### config.mk
export PLATFORM = sky130hd
export DESIGN_NAME = macro_alu
export DESIGN_NICKNAME = d
export VERILOG_FILES = /design/src/rtl/macro_alu.sv
export SDC_FILE = /design/constraint.sdc
export NUM_CORES = 1
export LEC_CHECK = 0
export BUFFER_PORTS_ARGS = -buffer_cell sky130_fd_sc_hd__buf_2
export CAP_MARGIN = 20
export CORE_ASPECT_RATIO = 0.7
export CORE_MARGIN = 4
export CORE_UTILIZATION = 57
export DETAILED_ROUTE_END_ITERATION = 10
export MAX_ROUTING_LAYER = met4
export PLACE_DENSITY = 0.85
export SYNTH_ARGS = -nofsm -noshare
export SYNTH_HDL_FRONTEND = slang
export SYNTH_SLANG_ARGS = --single-unit
### constraint.sdc
create_clock -name clk -period 4.6 [get_ports clk]
set_clock_uncertainty 0.2 [all_clocks]
set_input_delay 0.46 -clock clk [delete_from_list [all_inputs] [get_ports clk]]
set_output_delay 0.46 -clock clk [all_outputs]
set_load 0.05 [all_outputs]
### src/rtl/macro_alu.sv
module macro_alu #(
  parameter int WIDTH = 32
) (
  input  logic             clk,
  input  logic             rst_n,
  input  logic [WIDTH-1:0] op_a,
  input  logic [WIDTH-1:0] op_b,
  input  logic [3:0]       op_sel,
  input  logic             carry_we,
  output logic [WIDTH-1:0] result,
  output logic             carry_next,
  output logic             carry_q,
  output logic             illegal_op
);

  localparam logic [3:0] SEL_ADD  = 4'd0;
  localparam logic [3:0] SEL_ADDC = 4'd1;
  localparam logic [3:0] SEL_SUB  = 4'd2;
  localparam logic [3:0] SEL_SUBB = 4'd3;
  localparam logic [3:0] SEL_XOR  = 4'd8;
  localparam logic [3:0] SEL_OR   = 4'd9;
  localparam logic [3:0] SEL_AND  = 4'd10;
  localparam logic [3:0] SEL_ANDN = 4'd11;
  localparam logic [3:0] SEL_NAND = 4'd12;

  // One adder serves all four arithmetic ops; subtraction adds the complement.
  wire              is_arith = (op_sel[3:2] == 2'b00);
  wire              is_sub   = op_sel[1];
  wire              use_cf   = op_sel[0];
  wire [WIDTH-1:0]  b_eff    = is_sub ? ~op_b : op_b;
  wire              cin      = use_cf ? carry_q : is_sub;
  wire [WIDTH:0]    sum      = {1'b0, op_a} + {1'b0, b_eff} + {{WIDTH{1'b0}}, cin};

  always_comb begin
    result     = '0;
    carry_next = carry_q;
    illegal_op = 1'b0;
    case (op_sel)
      SEL_ADD, SEL_ADDC, SEL_SUB, SEL_SUBB: begin
        result     = sum[WIDTH-1:0];
        carry_next = sum[WIDTH];
      end
      SEL_XOR:  result = op_a ^ op_b;
      SEL_OR:   result = op_a | op_b;
      SEL_AND:  result = op_a & op_b;
      SEL_ANDN: result = op_a & ~op_b;
      SEL_NAND: result = ~(op_a & op_b);
      default:  illegal_op = 1'b1;
    endcase
  end

  always_ff @(posedge clk or negedge rst_n) begin
    if (!rst_n)        carry_q <= 1'b0;
    else if (carry_we) carry_q <= carry_next;
  end

  p_add_carry_r1: assert property (@(posedge clk) disable iff (!rst_n)
    (op_sel == SEL_ADD) |-> (carry_next == (result < op_a)));

  p_sub_carry_r3: assert property (@(posedge clk) disable iff (!rst_n)
    (op_sel == SEL_SUB) |-> (carry_next == (op_a >= op_b)));

  p_logic_keeps_carry_r6: assert property (@(posedge clk) disable iff (!rst_n)
    (op_sel >= SEL_XOR && op_sel <= SEL_NAND) |-> (carry_next == carry_q));

  p_illegal_zero_r7: assert property (@(posedge clk) disable iff (!rst_n)
    illegal_op |-> (result == '0 && carry_next == carry_q));

  p_load_r8: assert property (@(posedge clk) disable iff (!rst_n)
    carry_we |=> (carry_q == $past(carry_next)));

  p_hold_r8: assert property (@(posedge clk) disable iff (!rst_n)
    !carry_we |=> (carry_q == $past(carry_q)));

  always_comb begin
    if (rst_n !== 1'b0 && is_arith)
      a_arith_legal_r7: assert (illegal_op == 1'b0);
  end

endmodule

# Word level (Yosys, flattened, before mapping)
# Cells that the tools add are included.
[totals] inputBits=71 register_bits=1 elab_cells=25 output_inout_bits=35
[op_classes] eq_ne=8 n_bitwise=6 n_reduce_logical=3 mux=5 n_addsub=2
[op_table] op="case mux 32 bit (6 select lines)" count=1
[op_table] op="AND 32 bit" count=2
[op_table] op="inverter 32 bit" count=2
[op_table] op="adder 32 x 32 -> 33 bit" count=1
[op_table] op="adder 33 x 1 -> 33 bit" count=1
[op_table] op="2-to-1 mux 32 bit" count=1
[op_table] op="bitwise OR 32 bit" count=1
[op_table] op="bitwise XOR 32 bit" count=1
[op_table] op="equality test 4 bit (second input constant)" count=5
[op_table] op="OR reduction 9 bit" count=1
[op_table] op="equality test 4 x 2 -> 1 bit (second input constant)" count=2
[op_table] op="equality test 4 x 1 -> 1 bit (second input constant)" count=1
[op_table] op="logical NOT 4 bit" count=1
[op_table] op="OR reduction 4 bit" count=1
[op_table] op="2-to-1 mux 1 bit" count=3

# Depth between registers and ports, before layout
[logic_depth] word_depth=5 ltp_mapped=14 depth_no_buf=13

# Worst setup path after synthesis
# No wires, ideal clock.
[synth_timing] path_type="input to output" startpoint="input port op_sel[1]" endpoint="output port result[24]" t_arrival_ps=4415 t_required_ps=3940 stages=14 path_slack_ps=-475 path_buffers=2 path_cell_list="clkbuf_1 > clkbuf_1 > xor2_1 > fa_1 > inv_1 > fa_1 > nor2b_4 > o2111ai_1 > nand2_2 > a31oi_4 > o41ai_4 > a221oi_4 > xor2_1 > o21ai_0"
[synth_between] elab_chain_cells=4 word_cells_on_any_way=15 cone_classes="2 x add/sub; 8 x eq/ne; 3 x mux; 2 x reduce/logical"
[synth_lines] item="start: declaration" line="8" source="input logic [3:0] op_sel,"
[synth_lines] item="2-to-1 mux 32 bit" line="30" source="wire [WIDTH-1:0] b_eff = is_sub ? ~op_b : op_b;"
[synth_lines] item="adder 32 x 32 -> 33 bit" line="32" source="wire [WIDTH:0] sum = {1'b0, op_a} + {1'b0, b_eff} + {{WIDTH{1'b0}}, cin};"
[synth_lines] item="adder 33 x 1 -> 33 bit" line="32"
[synth_lines] item="case mux 32 bit (6 select lines) *" line="38" source="case (op_sel)"
[synth_lines] item="end: declaration" line="10" source="output logic [WIDTH-1:0] result,"
# Every way passes the cells marked *; elsewhere a longest branch is shown, timed or not.

# Final worst setup path
[layout_timing] startpoint="input port op_sel[0]" endpoint="output port result[28]"
[layout_between] elab_chain_cells=3 word_cells_on_any_way=13 cone_classes="1 x add/sub; 8 x eq/ne; 2 x mux; 2 x reduce/logical"
[layout_lines] item="2-to-1 mux 1 bit (tied with other cells)" line="31" source="wire cin = use_cf ? carry_q : is_sub;"
[layout_lines] item="adder 33 x 1 -> 33 bit or OR reduction 4 bit (tied branches)"
[layout_lines] item="case mux 32 bit (6 select lines) *" line="38"
# Marks and branches as above.

==> impl_metrics.json <==
{
  "worst_endpoint_data_arrival_time_ns": 3.61,
  "final-instance-count-excl-fill": 791,
  "cp.buffers_inverters": 3,
  "start_kind": "input port",
  "placementRows": 27,
  "ratio_of_total_power_to_cell_area_nw_per_um2": 170,
  "finalNetCount": 891,
  "registers.top_by_ff_count": "carry_q",
  "post_cts_buffers": 0,
  "synth_sequential_area_ratio": 0.00536,
  "synth.cell_area_sq_um": 4670,
  "total_number_of_vias": 5054,
  "post_synthesis_cell_type_count": 68,
  "setup_ws_ns": 0.334,
  "drt_antenna_net_count": 0,
  "dominant_synthesized_flop_cell": "sky130_fd_sc_hd__dfrtp_1",
  "max-cap-violations": 0,
  "total_instance_count_after_detailed_placement": 790,
  "critPathTopFamily": "simple AND/OR/NAND/NOR gates",
  "syn_inst": 610,
  "first_iter_violations": 454,
  "timing.max_slew.rel_slack": 0.463,
  "finalSetupViolations": 0,
  "finalMaxSlewViolations": 0,
  "drt_pass1_iterations": 6,
  "report.power.total_mw": 0.893,
  "criticalPathCategory": "in -> out",
  "grt_overflow_total": 0,
  "postPlaceCellArea_sq_um": 5270,
  "synth_async_reset_ratio": 1.00,
  "power.leakage_nw": 2.86,
  "path_depth": 15,
  "synth-warning-count": 0,
  "yosys_register_bits": 1,
  "register_to_register_setup_slack_ns": 1.34,
  "grt_pass1_vias": 4837,
  "cts_repair_resize_count": 0,
  "floorplan.core_area_sq_um": 7910,
  "initial_core_util": 0.590,
  "portBuffers": 105,
  "globalRouteMet3Util": 0.0152,
  "num_io_pins": 106,
  "drt-wirelength-per-cell_um": 17.2,
  "finish.utilization": 0.667,
  "largest_reg_flops": 1,
  "vias_per_cell": 6.39,
  "setup-tns-final_ns": 0,
  "grtUsageTotal": 0.273,
  "layout_commonest_cell": "sky130_fd_sc_hd__ha_1",
  "critical_path.cell_chain": "buf_2 -> nand2b_1 -> nand2_1 -> fa_1 -> inv_1 -> fa_1 -> nor2b_4 -> o2111ai_1 -> nand2_2 -> a31oi_4 -> o41ai_4 -> a221oi_4 -> or4_1 -> nand3_1 -> buf_2",
  "path_clk_slew_ns": 0,
  "hpwlAfterDp_um": 10800,
  "critical_path.reg2reg.startpoint": "carry_q",
  "die_area_sq_um": 9720,
  "routed_wl_um": 13600,
  "grt-busiest-layer": "met2",
  "worst_setup_path_startpoint": "op_sel[0]",
  "worstRegToRegCells": 13,
  "met2_usage": 0.469,
  "period_share": 0.927,
  "final_hold_viol_count": 0,
  "syn_to_final_growth_pct": 12.9,
  "period_needed_ns": 4.27,
  "fin_worst_hold_slack_ns": 0.0358,
  "grt_max_degree": 36,
  "slowest_delay_ns": 0.49,
  "timing.critical_path.fanout_max": 6,
  "final_cell_mix": "sky130_fd_sc_hd__ha_1, sky130_fd_sc_hd__buf_2, sky130_fd_sc_hd__inv_1, sky130_fd_sc_hd__xor2_1, sky130_fd_sc_hd__a21oi_1",
  "postSynthAreaPerCell_sq_um": 7.65,
  "first_pass_grt_wire_length_um": 22100,
  "synth_edf_count": 0,
  "die_y_um": 83.7,
  "cts_hold_buf": 0,
  "global_route.usage.met1": 0.357,
  "status": "finished, final reports clean",
  "cp.required_ns": 3.94,
  "timing.critical_path.to_type": "primary output",
  "tightestPinTransition_ns": 0.802,
  "syn-num-nets": 810,
  "gp_congestion": 1.00,
  "grt_setup_unrepaired": "no",
  "biggestRegsByFlops": "carry_q (1)",
  "max-vdd-ir-drop_uv": 111,
  "hold_class": "in -> async",
  "place_ws_ns": 0.371,
  "layout.cell_area.non_filler_sq_um": 5270,
  "drive_gt1_frac": 0.212,
  "die_w_um": 116,
  "fmax_mhz": 234,
  "clkLatencyLatePin_ns": 0,
  "grt_antenna_before_repair": 0,
  "cpMaxStageDelayCell": "sky130_fd_sc_hd__o41ai_4",
  "drc_errors": 0
}
logic make-up (layout without fill, tap and decap cells):
logic type | count (synthesis) | after routing | synth area share
adder cells (fa/ha/maj) | 129 | 129 | 0.349
buffers and inverters | 106 | 185 | 0.0898
other | 0 | 1 | 0
AND/OR/NAND/NOR | 120 | 120 | 0.129
AO/OA/AOI/OAI | 200 | 200 | 0.325
multiplexers | 3 | 3 | 0.00670
flip-flops | 1 | 1 | 0.00536
XOR/XNOR | 51 | 51 | 0.0957
where the power goes:
part	switching [mW]	internal (mW)	total (mW)
logic	0.583	0.297	0.880
registers	0.00220	0.0109	0.0131
clock network	0	0.0000000291	0.0000000291
total	0.585	0.308	0.893
cell type report:
class,count,area [sq um]
multi-input combinational,503,4240
inverter,71,267
sequential,1,25.0
tap,101,126
antenna,1,2.50
fill,667,2640
timing repair buffer,114,606
Yosys cell counts, drive strengths merged (4+ instances only):
cell type	count	share of area
nand4	4	0.0054
a221oi	9	0.021
o211ai	9	0.014
o221a	15	0.036
o21ai	40	0.045
xor2	44	0.083
nand3	21	0.023
buf	4	0.0046
a211oi	6	0.0097
nand2	32	0.026
nor3	11	0.012
a222oi	17	0.036
inv	71	0.057
nor2b	5	0.0083
a22oi	7	0.011
o221ai	5	0.0094
a21oi	38	0.042
ha	127	0.34
o21bai	4	0.0064
xnor2	7	0.013
nand2b	6	0.0080
a31oi	4	0.0086
nor2	22	0.018
and3	8	0.011
a21o	17	0.027
o22ai	4	0.0054
clkbuf	29	0.024
final timing paths:
path,to
min in group clk,carry_q
max,result[28]
min reg2reg,carry_q
min,carry_q
max reg2reg,carry_q
max in group asynchronous,carry_q
per-layer routing:
layer | vias up | routed length, um | share of wire
met1 | 2396 | 6080 | 0.45
met5 | - | 0 | 0
met3 | 10 | 965 | 0.071
met2 | 236 | 6450 | 0.47
met4 | 0 | 90 | 0.0066
li1 | 2412 | - | -
Note: power is estimated with default switching activity, not from simulation.
